==> config.mk <==
export PLATFORM = sky130hd
export DESIGN_NAME = iq_ddr_tx
export DESIGN_NICKNAME = d
export VERILOG_FILES = /design/src/rtl/iq_tx_pkg.sv /design/src/rtl/iq_ddr_cell.sv /design/src/rtl/iq_tx_source.sv /design/src/rtl/iq_ddr_tx.sv
export SDC_FILE = /design/constraint.sdc
export NUM_CORES = 1
export LEC_CHECK = 0
export ABC_AREA = 1
export BUFFER_PORTS_ARGS = -buffer_cell sky130_fd_sc_hd__buf_2
export CAP_MARGIN = 20
export CORE_MARGIN = 3
export CORE_UTILIZATION = 40
export DETAILED_ROUTE_END_ITERATION = 7
export GPL_ROUTABILITY_DRIVEN = 0
export GPL_TIMING_DRIVEN = 0
export PLACE_DENSITY_LB_ADDON = 0.15
export SYNTH_ARGS = -nofsm -noshare
export SYNTH_HDL_FRONTEND = slang
export SYNTH_SLANG_ARGS = --single-unit
==> constraint.sdc <==
create_clock -name clk -period 1.56 [get_ports clk]
set_input_delay 0.078 -clock clk [delete_from_list [all_inputs] [get_ports clk]]
set_output_delay 0.078 -clock clk [all_outputs]
set_load 0.03 [all_outputs]
==> src/rtl/iq_tx_pkg.sv <==
package iq_tx_pkg;
  typedef enum logic [1:0] {
    SRC_IDLE = 2'd0,
    SRC_DATA = 2'd1,
    SRC_TEST = 2'd2
  } src_sel_e;
endpackage

==> src/rtl/iq_ddr_cell.sv <==
// Same-edge DDR output model: both words latched on the rising edge,
// then the clock level selects which one reaches the pin.
module iq_ddr_cell #(
  parameter int unsigned W = 16
) (
  input  logic         clk,
  input  logic         rst_n,
  input  logic [W-1:0] d_rise,
  input  logic [W-1:0] d_fall,
  output logic [W-1:0] cap_rise,
  output logic [W-1:0] cap_fall,
  output logic [W-1:0] q
);
  always_ff @(posedge clk or negedge rst_n) begin
    if (!rst_n) begin
      cap_rise <= '0;
      cap_fall <= '0;
    end else begin
      cap_rise <= d_rise;
      cap_fall <= d_fall;
    end
  end

  // half-rate multiplex: high phase shows the rise word
  always_comb q = clk ? cap_rise : cap_fall;
endmodule

==> src/rtl/iq_tx_source.sv <==
module iq_tx_source
  import iq_tx_pkg::*;
#(
  parameter int unsigned W = 16
) (
  input  logic         clk,
  input  logic         rst_n,
  input  logic         run,
  input  logic         test_en,
  input  logic         s_valid,
  input  logic [W-1:0] s_i,
  input  logic [W-1:0] s_q,
  output logic         s_ready,
  output src_sel_e     sel,
  output logic [W-1:0] nxt_hi,
  output logic [W-1:0] nxt_lo
);
  logic [W-1:0] ramp_q;

  function automatic logic [W-1:0] ramp_partner(input logic [W-1:0] v);
    return ~v;
  endfunction

  function automatic logic [W-1:0] ramp_step(input logic [W-1:0] v);
    return v + {{(W-1){1'b0}}, 1'b1};
  endfunction

  assign s_ready = run && !test_en;

  always_comb begin
    if (run && test_en)         sel = SRC_TEST;
    else if (s_ready && s_valid) sel = SRC_DATA;
    else                         sel = SRC_IDLE;
  end

  always_comb begin
    unique case (sel)
      SRC_DATA: begin nxt_hi = s_i;    nxt_lo = s_q;                  end
      SRC_TEST: begin nxt_hi = ramp_q; nxt_lo = ramp_partner(ramp_q); end
      default:  begin nxt_hi = '0;     nxt_lo = '0;                   end
    endcase
  end

  always_ff @(posedge clk or negedge rst_n) begin
    if (!rst_n)              ramp_q <= '0;
    else if (sel == SRC_TEST) ramp_q <= ramp_step(ramp_q);
  end

  assert_ramp_step_R6: assert property (@(posedge clk) disable iff (!rst_n)
    (sel == SRC_TEST) |=> (ramp_q == ramp_step($past(ramp_q))));

  assert_ramp_hold_R6: assert property (@(posedge clk) disable iff (!rst_n)
    (sel != SRC_TEST) |=> $stable(ramp_q));

  assert_ready_gate_R2: assert property (@(posedge clk) disable iff (!rst_n)
    test_en |-> !s_ready);
endmodule

==> src/rtl/iq_ddr_tx.sv <==
module iq_ddr_tx
  import iq_tx_pkg::*;
#(
  parameter int unsigned SAMPLE_W = 16
) (
  input  logic                clk,
  input  logic                rst_n,
  input  logic                test_en,
  input  logic                s_valid,
  output logic                s_ready,
  input  logic [SAMPLE_W-1:0] s_i,
  input  logic [SAMPLE_W-1:0] s_q,
  output logic [SAMPLE_W-1:0] dac_data,
  output logic                dac_clk,
  output logic                dac_frame
);
  localparam int unsigned CLK_W = 1;

  logic                run_q;
  src_sel_e            sel;
  logic [SAMPLE_W-1:0] nxt_hi, nxt_lo;
  logic [SAMPLE_W-1:0] data_rise, data_fall;
  logic [CLK_W-1:0]    ck_rise, ck_fall, ck_q;
  logic [CLK_W-1:0]    ck_one, ck_zero;

  // event wires for the assertions
  logic accept_evt, test_evt, idle_evt;
  assign accept_evt = (sel == SRC_DATA);
  assign test_evt   = (sel == SRC_TEST);
  assign idle_evt   = (sel == SRC_IDLE);

  always_ff @(posedge clk or negedge rst_n) begin
    if (!rst_n) run_q <= 1'b0;
    else        run_q <= 1'b1;
  end

  iq_tx_source #(.W(SAMPLE_W)) src_i (
    .clk     (clk),
    .rst_n   (rst_n),
    .run     (run_q),
    .test_en (test_en),
    .s_valid (s_valid),
    .s_i     (s_i),
    .s_q     (s_q),
    .s_ready (s_ready),
    .sel     (sel),
    .nxt_hi  (nxt_hi),
    .nxt_lo  (nxt_lo)
  );

  iq_ddr_cell #(.W(SAMPLE_W)) data_cell_i (
    .clk      (clk),
    .rst_n    (rst_n),
    .d_rise   (nxt_hi),
    .d_fall   (nxt_lo),
    .cap_rise (data_rise),
    .cap_fall (data_fall),
    .q        (dac_data)
  );

  // forwarded clock: same cell type, constant 1 on rise and 0 on fall
  assign ck_one  = {CLK_W{1'b1}};
  assign ck_zero = {CLK_W{1'b0}};

  iq_ddr_cell #(.W(CLK_W)) clk_cell_i (
    .clk      (clk),
    .rst_n    (rst_n),
    .d_rise   (ck_one),
    .d_fall   (ck_zero),
    .cap_rise (ck_rise),
    .cap_fall (ck_fall),
    .q        (ck_q)
  );

  assign dac_clk   = ck_q[0];
  assign dac_frame = 1'b0;

  assert_accept_hi_R3: assert property (@(posedge clk) disable iff (!rst_n)
    accept_evt |=> (data_rise == $past(s_i)));

  assert_accept_lo_R4: assert property (@(posedge clk) disable iff (!rst_n)
    accept_evt |=> (data_fall == $past(s_q)));

  assert_idle_zero_R5: assert property (@(posedge clk) disable iff (!rst_n)
    idle_evt |=> (data_rise == '0 && data_fall == '0));

  assert_test_invert_R6: assert property (@(posedge clk) disable iff (!rst_n)
    test_evt |=> (data_fall == ~data_rise));

  assert_clk_fwd_R7: assert property (@(posedge clk) disable iff (!rst_n)
    run_q |-> (ck_rise == 1'b1 && ck_fall == 1'b0));
endmodule

==> run metrics <==
vias in the first global route 2407; row cnt 26; syn avg cell area roughly 9 um^2; Ant. Diodes 0; setup ws final -214 ps; chip height slightly above 80 um; sw power between 1500 and 2000 uW; synth top area cells dfrtp_1, nand3_1, mux2_2; Final nets ~400; status complete, but fails checks; DR iter-0 viols 99; core area approximately 5300 um^2; synthesized area between 2000 and 2500 um^2; Cells after Synth about 250; final instance area ~3400 um^2; worst slew pin tran ~570 ps; clock latency at the later pin of the worst-skew pair slightly above 400 ps; largest net degree at the start of global routing 50; Starting Density a little over two fifths; P&R area growth vs syn 46.0%; delay of the slowest cell on the worst path around 300 ps; Clock transition at path regs roughly 90 ps; drt pass-1 iters 4; Post-DRT Antenna Nets 0; CP endpoint kind output pin; post-synth net total 286; Reg2Reg Launch Point src_i.ramp_q[1]; Final HPWL DP 4.24 mm; Max-cap violations 0; FILL cells 462; die area 6690 um^2; Max transition margin roughly 62%; Int Power roughly 3100 uW; placed cell area between 2000 and 3000 um^2; share of the synthesized area in the top cell type a little over half; clock group share of total power about 56%; synth unique cells 25; Final setup viols 13; Synth warnings 0; static leakage around 0.0017 uW; first-pass GRT wire length approximately 10 mm; critical path arrival about 1700 ps; CTS tree yes; switching fraction of total power between 30% and 40%; leading area contributor after synthesis dfrtp_1; GRT overflow 0; Peak VDD IR between 0.0009 and 0.001 V; Gate power share between 10 and 15%; wire per inst about 15 um; Reg power frac 32.4%; Port Buffer Count 53; Pwr Density ~1500 nW/um^2; Total GRT Usage between 20% and 30%; Vias roughly 2100; Hold Startpoint test_en; Final Hold Viols 0; initial antenna violation count 0; TNS Setup -2080 ps; vias per cell ~5.0; r2r worst-path depth 5; worst r2r dst src_i.ramp_q[8]; crit path capture dac_data[14]; Setup Skew about 5.5 ps; unrepaired setup endpoints after global routing true; Max Slew Vio Count 0; Max FO, Critical Path 5; Worst R2R Setup Slack roughly 70 ps; DRC viols 0; critical-path cell list buf_8 -> buf_8 -> buf_6 -> clkbuf_16 -> mux2_4 -> buf_6; crit path from clk; failing checks negative setup slack; Worst Hold Class in -> reg; Critical Path RT 1480 ps; sequential area share after synthesis ~53%; CP Launch Type clock port; #FFs+latches synth between 40 and 50; CP max-delay cell mux2_4; drt total wl around 6.4 mm; ratio of cells with drive above 1 in the final layout about 29%; Chip Width roughly 80 um; critical setup path kind clk -> out; WHS 84.5 ps; # IOs between 50 and 60
final cells by class:
type	instances	area [um^2]	area share (%)
clock inverter	3	13.8	0.410
clock buffer	33	377	11.2
sequential	49	1230	36.6
timing repair buffer	72	551	16.4
inverter	26	97.6	2.91
multi-input combinational	161	930	27.7
tap	70	87.6	2.61
buffer	11	71.3	2.13
worst min path at each step:
stage          slack (ps)                  endpoint  depth (start not counted)
6_report               80  data_cell_i.cap_rise[15]                          4
5_1_grt               110   data_cell_i.cap_rise[0]                          3
4_1_cts                60   data_cell_i.cap_rise[0]                          3
3_3_place_gp          320   data_cell_i.cap_rise[6]                          3
3_5_place_dp          320   data_cell_i.cap_rise[0]                          3
2_1_floorplan        -220       clk_cell_i.cap_rise                          0
cell families (layout without fill, tap and decap cells):
group,Yosys count,in the layout,synth area share (%)
xor+xnor,7,7,2.67
compound gates,31,31,7.03
fa+ha+maj,1,1,0.545
flops,49,49,53.4
simple gates,104,104,21.0
other cells,2,2,0.327
buf+inv,39,145,7.19
mux,16,16,7.84
cells in the final DEF, fill, tap and decap left out, types with 6 or more instances in the layout:
cell            n
nand4_1         7
nor2_1          7
nand3_1        40
o21ai_1         8
dfrtp_1        48
nand2_1        40
dlygate4sd3_1  34
xor2_1          7
buf_4           6
buf_6          20
mux2_2         14
clkbuf_8        7
inv_1          26
buf_2          38
o21ai_0        21
power groups by stage:
stage / Combinational [uW] / Sequential [uW] / Clock, uW
after global routing: 634 / 1600 / 2920
final: 560 / 1580 / 2730
after floorplan: 312 / 1550 / 869
after global placement: 461 / 1600 / 992
after detailed placement: 468 / 1600 / 992
after CTS: 539 / 1570 / 2760
sequential cells by signal, indices dropped and copies added (netlist names):
signal,count
data_cell_i.cap_rise,16
src_i.ramp_q,16
data_cell_i.cap_fall,16
clk_cell_i.cap_rise,1
synth_stat cells:
| library cell | instances |
|---|---|
| dfrtp_1 | 49 |
| nand2_1 | 41 |
| nand3_1 | 40 |
| inv_1 | 26 |
| o21ai_0 | 21 |
| mux2_2 | 16 |
| nor2_1 | 8 |
| o21ai_1 | 8 |
| nand4_1 | 7 |
| xor2_1 | 7 |
| buf_2 | 6 |
| buf_1 | 2 |
| clkbuf_1 | 2 |
| conb_1 | 2 |
| nor2_2 | 2 |
| nor3_1 | 2 |
| nor3_2 | 2 |
| a32o_1 | 1 |
| and2_1 | 1 |
| buf_4 | 1 |
| buf_6 | 1 |
| ha_1 | 1 |
| inv_2 | 1 |
| nand2_2 | 1 |
| o22ai_1 | 1 |
metal layers:
layer | routed length, um | track usage [%] | up-vias
met4 | 254 | 18.1 | 0
met3 | 492 | 11.4 | 27
met5 | 0 | 0 | -
li1 | - | - | 1033
met2 | 3030 | 31.9 | 89
met1 | 2670 | 23.3 | 971
worst max-delay path, delay by kind of cell:
kind | cells | cell delay [ps]
buffers and inverters | 5 | 610
muxes | 1 | 300
what timing repair did:
action / CTS / global route
hold endpoints to repair: 81 / 0
setup buffers: 3 / 2
cloned: 0 / 0
gates resized for setup: 44 / 5
hold buffers: 34 / 0
endpoints found under the setup margin: 18 / 20
stage by stage:
step	power, uW	cells	worst slack (ps)	util, %
floorplan	2730	249	12.8	-
global placement	3050	372	-63.3	49.7
detailed placement	3060	372	-63.3	49.7
CTS	4870	423	-265	62.1
global route	5150	425	-234	62.9
finish	4870	425	-214	62.9
Note: power is estimated with default switching activity, not from simulation.
